===== config.mk =====
export PLATFORM = sky130hd
export DESIGN_NAME = ext_irq_ctrl
export DESIGN_NICKNAME = d
export VERILOG_FILES = /design/src/rtl/ext_irq_pkg.sv /design/src/rtl/irq_sync.sv /design/src/rtl/ctrl_wr_decode.sv /design/src/rtl/irq_channel.sv /design/src/rtl/ext_irq_ctrl.sv
export SDC_FILE = /design/constraint.sdc
export NUM_CORES = 1
export LEC_CHECK = 0
export BUFFER_PORTS_ARGS = -buffer_cell sky130_fd_sc_hd__buf_2
export CAP_MARGIN = 25
export CORE_MARGIN = 3
export CORE_UTILIZATION = 45
export DETAILED_ROUTE_END_ITERATION = 10
export HOLD_SLACK_MARGIN = 0.12
export PLACE_DENSITY = 0.81
export SETUP_SLACK_MARGIN = 0.1
export SYNTH_ARGS = -nofsm -noshare
export SYNTH_HDL_FRONTEND = slang
export SYNTH_HIERARCHICAL = 1
export SYNTH_SLANG_ARGS = --single-unit

===== constraint.sdc =====
create_clock -name clk -period 1.25 [get_ports clk]
set_input_delay 0.0625 -clock clk [delete_from_list [all_inputs] [get_ports clk]]
set_output_delay 0.0625 -clock clk [all_outputs]
set_load 0.05 [all_outputs]

===== src/rtl/ext_irq_pkg.sv =====
package ext_irq_pkg;

  localparam int CTRL_W  = 8;
  localparam int NUM_SRC = 2;
  localparam int IDX_W   = $clog2(CTRL_W);

  // Bit positions inside the control byte for source n
  function automatic int pos_type(input int n);
    return 2 * n;
  endfunction

  function automatic int pos_ext_flag(input int n);
    return 2 * n + 1;
  endfunction

  function automatic int pos_run(input int n);
    return 4 + 2 * n;
  endfunction

  function automatic int pos_ovf_flag(input int n);
    return 5 + 2 * n;
  endfunction

  // Which bits a write cycle touches; byte writes take precedence
  function automatic logic [CTRL_W-1:0] wr_mask(input logic byte_en,
                                                input logic bit_en,
                                                input logic [IDX_W-1:0] idx);
    logic [CTRL_W-1:0] m;
    m = '0;
    if (byte_en)     m = '1;
    else if (bit_en) m[idx] = 1'b1;
    return m;
  endfunction

  function automatic logic [CTRL_W-1:0] wr_data(input logic byte_en,
                                                input logic [CTRL_W-1:0] byte_data,
                                                input logic bit_val);
    return byte_en ? byte_data : {CTRL_W{bit_val}};
  endfunction

  // Synchronised sample went from 1 to 0
  function automatic logic is_fall(input logic prev, input logic cur);
    return prev & ~cur;
  endfunction

  // Flag update order: hardware set, software write, acknowledge, hold
  function automatic logic flag_next(input logic cur, input logic hw_set,
                                     input logic ack, input logic sw_we,
                                     input logic sw_val);
    if (hw_set)     return 1'b1;
    else if (sw_we) return sw_val;
    else if (ack)   return 1'b0;
    return cur;
  endfunction

endpackage


===== src/rtl/irq_sync.sv =====
module irq_sync #(
  parameter int WIDTH  = 2,
  parameter int STAGES = 2
) (
  input  logic             clk,
  input  logic             rst_n,
  input  logic [WIDTH-1:0] d,
  output logic [WIDTH-1:0] q
);

  for (genvar i = 0; i < WIDTH; i++) begin : g_bit
    logic [STAGES-1:0] chain_q;

    // Pins are active low: reset to the idle (high) level
    always_ff @(posedge clk or negedge rst_n) begin
      if (!rst_n) begin
        chain_q <= '1;
      end else begin
        chain_q[0] <= d[i];
        for (int s = 1; s < STAGES; s++) chain_q[s] <= chain_q[s-1];
      end
    end

    assign q[i] = chain_q[STAGES-1];
  end

endmodule


===== src/rtl/ctrl_wr_decode.sv =====
module ctrl_wr_decode
  import ext_irq_pkg::*;
(
  input  logic              byte_en,
  input  logic [CTRL_W-1:0] byte_data,
  input  logic              bit_en,
  input  logic [IDX_W-1:0]  bit_idx,
  input  logic              bit_val,
  output logic [CTRL_W-1:0] we_mask,
  output logic [CTRL_W-1:0] wdata
);

  always_comb begin
    we_mask = wr_mask(byte_en, bit_en, bit_idx);
    wdata   = wr_data(byte_en, byte_data, bit_val);
  end

endmodule


===== src/rtl/irq_channel.sv =====
module irq_channel
  import ext_irq_pkg::*;
(
  input  logic clk,
  input  logic rst_n,
  input  logic sync_in,    // synchronised pin, active low
  input  logic edge_mode,  // 1: falling edge, 0: low level
  input  logic ack,
  input  logic sw_we,
  input  logic sw_val,
  output logic flag_rd,
  output logic fall_evt
);

  logic prev_q;
  logic latch_q;

  always_ff @(posedge clk or negedge rst_n) begin
    if (!rst_n) prev_q <= 1'b1;
    else        prev_q <= sync_in;
  end

  assign fall_evt = is_fall(prev_q, sync_in);

  // Latched flag is only meaningful in edge mode; held clear otherwise
  always_ff @(posedge clk or negedge rst_n) begin
    if (!rst_n)          latch_q <= 1'b0;
    else if (!edge_mode) latch_q <= 1'b0;
    else                 latch_q <= flag_next(latch_q, fall_evt, ack, sw_we, sw_val);
  end

  assign flag_rd = edge_mode ? latch_q : ~sync_in;

endmodule


===== src/rtl/ext_irq_ctrl.sv =====
module ext_irq_ctrl
  import ext_irq_pkg::*;
#(
  parameter int SYNC_STAGES = 2
) (
  input  logic                clk,
  input  logic                rst_n,
  input  logic [NUM_SRC-1:0]  irq_pin_n,
  input  logic [NUM_SRC-1:0]  tmr_ovf_set,
  input  logic [NUM_SRC-1:0]  ack_ext,
  input  logic [NUM_SRC-1:0]  ack_tmr,
  input  logic                wr_byte_en,
  input  logic [CTRL_W-1:0]   wr_byte_data,
  input  logic                wr_bit_en,
  input  logic [IDX_W-1:0]    wr_bit_idx,
  input  logic                wr_bit_val,
  output logic [CTRL_W-1:0]   ctrl_rd,
  output logic [NUM_SRC-1:0]  run_out,
  output logic [NUM_SRC-1:0]  ext_req,
  output logic [NUM_SRC-1:0]  tmr_req
);

  // Named internal events, brought out for the checker
  logic [NUM_SRC-1:0] sync_lvl;
  logic [NUM_SRC-1:0] fall_evt;
  logic [NUM_SRC-1:0] edge_mode;

  logic [CTRL_W-1:0]  we_mask;
  logic [CTRL_W-1:0]  wdata;

  irq_sync #(
    .WIDTH  (NUM_SRC),
    .STAGES (SYNC_STAGES)
  ) u_sync (
    .clk   (clk),
    .rst_n (rst_n),
    .d     (irq_pin_n),
    .q     (sync_lvl)
  );

  ctrl_wr_decode u_wdec (
    .byte_en   (wr_byte_en),
    .byte_data (wr_byte_data),
    .bit_en    (wr_bit_en),
    .bit_idx   (wr_bit_idx),
    .bit_val   (wr_bit_val),
    .we_mask   (we_mask),
    .wdata     (wdata)
  );

  for (genvar n = 0; n < NUM_SRC; n++) begin : g_src
    localparam int P_TYPE = pos_type(n);
    localparam int P_EXT  = pos_ext_flag(n);
    localparam int P_RUN  = pos_run(n);
    localparam int P_OVF  = pos_ovf_flag(n);

    logic type_q;
    logic run_q;
    logic ovf_q;

    // Trigger type: software only
    always_ff @(posedge clk or negedge rst_n) begin
      if (!rst_n)                type_q <= 1'b0;
      else if (we_mask[P_TYPE])  type_q <= wdata[P_TYPE];
    end

    // Timer run: software only
    always_ff @(posedge clk or negedge rst_n) begin
      if (!rst_n)               run_q <= 1'b0;
      else if (we_mask[P_RUN])  run_q <= wdata[P_RUN];
    end

    // Timer overflow flag: set pulse, software write, acknowledge
    always_ff @(posedge clk or negedge rst_n) begin
      if (!rst_n) ovf_q <= 1'b0;
      else        ovf_q <= flag_next(ovf_q, tmr_ovf_set[n], ack_tmr[n],
                                     we_mask[P_OVF], wdata[P_OVF]);
    end

    irq_channel u_ch (
      .clk       (clk),
      .rst_n     (rst_n),
      .sync_in   (sync_lvl[n]),
      .edge_mode (type_q),
      .ack       (ack_ext[n]),
      .sw_we     (we_mask[P_EXT]),
      .sw_val    (wdata[P_EXT]),
      .flag_rd   (ext_req[n]),
      .fall_evt  (fall_evt[n])
    );

    assign edge_mode[n] = type_q;
    assign run_out[n]   = run_q;
    assign tmr_req[n]   = ovf_q;
  end

  always_comb begin
    ctrl_rd = '0;
    for (int n = 0; n < NUM_SRC; n++) begin
      ctrl_rd[pos_type(n)]     = edge_mode[n];
      ctrl_rd[pos_ext_flag(n)] = ext_req[n];
      ctrl_rd[pos_run(n)]      = run_out[n];
      ctrl_rd[pos_ovf_flag(n)] = tmr_req[n];
    end
  end

endmodule


==> parameters.txt <==
Parameter                              Value

Synth
  Ranking of synthesized cells by area ... dfrtp_1 (24%), dfstp_2 (19%), buf_4 (13%), nand2_1 (8.1%), mux2_2 (5.4%)
  Count of flip-flops with a built-in enable after synthesis ... 0
  Netlist area before placement ... 831 um^2
  Flip-flop and latch count after synthesis ... 14
  Most frequent cell after synthesis ... nand2_1
  Async set-reset flop share out of synthesis ... 1.00
  Gate count of the mapped netlist ... 80
  Sequential area share after synthesis ... 0.431
  Post-synthesis net count ... 104
  Prevailing post-synth register cell ... dfrtp_1
  Synthesis warning total ... 6
  Post-synthesis cell type count ... 18
  Yosys top cell by area ... dfrtp_1
  Mean area per synthesized cell ... 10.4 um^2
  Most frequent cells after synthesis ... nand2_1 (18), buf_4 (14), dfrtp_1 (8), dfstp_2 (6)
  Top cell type's share of synthesized area ... 0.241

GRT
  Initial antenna violation count ... 0
  Largest net degree at the start of global routing ... 18
  Grt total ovfl ... 0
  Global-route wire length before repair ... 3020 um
  Number of global-route vias before repair ... 720
  All-layer global routing usage ... 0.157

Final layout
  Layout overhead on the synthesized area ... 36.9%
  Filler-free cell count of the finished design ... 142
  Final standard cell area without fillers ... 0.00114 mm^2
  Diode count ... 0
  # nets final ... 143
  Share of layout cells above drive strength 1 ... 0.534

Power and ir drop
  Static leakage ... 0.574 nW
  Pwr dens ... 1180 mW/mm^2
  Peak supply drop ... 0.796 mV

Floorplan
  Number of placement rows ... 14
  Horizontal die dimension ... 49.0 um
  Effective utilization at floorplan ... 0.516
  Die area ... 0.00240 mm^2
  Floorplan die height ... 49.0 um
  Standard cell core area ... 0.00161 mm^2
  I/O pin total ... 38

STA
  Slack of the critical path ... 112 ps
  Peak clock frequency supported by timing ... 879 MHz
  Final number of max-transition violations ... 0
  Crit path time final ... 1140 ps
  Part of the cycle the worst path needs ... 0.910
  Number of failing setup endpoints in the final timing report ... 0
  Total negative slack ... 0 ps
  Final Hold Viols ... 0
  Worst Skew ... 3.62 ps
  Pin slew with the least headroom to its limit ... 310 ps
  RSZ-0062 raised after global routing ... yes
  Remaining max-slew budget at the tightest pin ... 0.793
  Hold WS ... 128 ps

Clocking
  CTS tree ... yes
  Reg clk slew, reported paths ... 90 ps
  H-Tree Level Count ... 1
  Number of buffers created by CTS ... 3
  Deepest clock path buffer count ... 2
  CTS Sinks ... 14
  Clock latency at the later pin of the worst-skew pair ... 270 ps
  Cell chosen for the clock root ... clkbuf_4

Outcome
  Run status ... complete, no violations

Critical path
  Category of cells accounting for the largest share of critical-path delay ... flip-flops
  CP peak stage delay ... 460 ps
  Worst path required time ... 1190 ps
  CP cell instances ... o21ai_4 > buf_6
  Depth of the most critical reg-to-reg path ... 3
  Critical-path maximum fanout ... 5
  Worst setup slack for register-to-register paths ... 130 ps
  Reg-to-Reg Start ... u_sync/g_bit[1].chain_q[1]
  Slowest stage cell on the critical path ... dfrtp_2
  Critical Path End Type ... output port
  Critical Setup Path Class ... register to output port
  Sort of element at the start of the critical path ... register
  Data arrival, critical path ... 1080 ps
  Worst Path Buf+Inv ... 1
  R2R Path End ... g_src[1].u_ch/latch_q

Min path
  Worst hold-check path type ... input port to register
  Hold path cells ... 3
  Hold path startpoint ... ack_tmr[0]
  End of the worst hold path ... g_src[0].ovf_q

Placed design
  Post-DP Area ... 930 um^2
  HPWL after detailed placement ... 1200 um
  Placer Congestion ... 0.745
  Number of cells after detailed placement ... 124
  IO buf count ... 37
  Pre-CTS worst setup slack ... 167 ps

Drt
  Final routed wirelength across all metal layers ... 1710 um
  Post-DR wirelength/cell ... 12.1 um
  Post-detailed-route count of antenna-violating nets ... 0
  Total via count in the routed design ... 663
  First-pass DRT Iterations ... 4
  Vias per std cell ... 4.67
  Post-route DRC violation count ... 0
  Drt initial violations ... 7

Flow run
  Number of max-cap violations ... 0
## power by group
group | internal (mW) | switching (mW)
Clock | 0.177 | 0.145
Sequential | 0.501 | 0.0365
Combinational | 0.180 | 0.304
Total | 0.858 | 0.485
## worst max-delay path by stage
stage	start	endpoint	slack (ps)	cells after the start
3_5_place_dp	wr_byte_en	g_src[0].u_ch/latch_q	170	5
4_1_cts	g_src[0].type_q	ext_req[0]	80	3
3_3_place_gp	wr_byte_en	g_src[0].u_ch/latch_q	200	5
5_1_grt	g_src[1].type_q	ext_req[1]	60	2
6_report	g_src[1].type_q	ctrl_rd[3]	110	2
2_1_floorplan	u_sync/g_bit[0].chain_q[1]	ext_req[0]	110	3
## registers in the layout, summed over array words and instances, names as in the netlist
| name | flops |
|---|---|
| g_src.u_ch/latch_q | 2 |
| g_src.run_q | 2 |
| g_src.type_q | 2 |
| u_sync/g_bit.chain_q | 4 |
| g_src.u_ch/prev_q | 2 |
| g_src.ovf_q | 2 |
## cell families (layout without fill, tap and decap cells)
logic type             count (synthesis)  after routing  synth area share
AND/OR/NAND/NOR                       29             29             0.194
buffers and inverters                 19             57             0.176
AO/OA/AOI/OAI                         14             14             0.145
flip-flops                            14             14             0.431
multiplexers                           4              4            0.0542
## placed cells by master, fill, tap and decap left out, drive strengths merged
cell,Yosys,final
buf,17,39
nand2,18,18
dlygate4sd3,0,12
dfrtp,8,8
dfstp,6,6
mux2,4,4
a31o,4,4
clkbuf,0,4
nor2,3,3
nor2b,3,3
a41o,3,3
a221o,2,2
o21ai,2,2
nor3b,2,2
and2,2,2
o31a,2,2
inv,2,2
a21o,1,1
nand2b,1,1
## routing by layer
layer,share of wire,GRT usage,routed length (um)
met4,0,0.0284,0
met2,0.54,0.292,928
met5,0,0,0
met3,0.050,0.0306,85
met1,0.41,0.185,698
## per-stage QoR
stage          utilization  power (mW)
6_report             0.706        1.34
3_5_place_dp         0.577       0.965
2_1_floorplan            -       0.922
5_1_grt              0.706        1.42
4_1_cts              0.697        1.35
3_3_place_gp         0.577       0.956
## worst min-delay path: cells and delay by family
kind | cells | cell delay [ps]
AO/OA/AOI/OAI | 1 | 140
buffers and inverters | 1 | 100
AND/OR/NAND/NOR | 1 | 80
## final cells by class
| type | count | area, um^2 |
|---|---|---|
| sequential | 14 | 360 |
| clock buffer | 4 | 36.3 |
| inverter | 2 | 7.51 |
| timing repair buffer | 51 | 349 |
| fill | 130 | 474 |
| tap | 24 | 30.0 |
| multi-input combinational | 47 | 354 |
## what timing repair did
| action | CTS | global route |
|---|---|---|
| pin swaps | 1 | 1 |
| endpoints found under the hold margin | 22 | 0 |
| setup endpoints to repair | 4 | 6 |
| gates resized for setup | 9 | 4 |
| setup buffers | 2 | 0 |
| hold buffers | 12 | 0 |
Power figures use the tool's default switching activity.
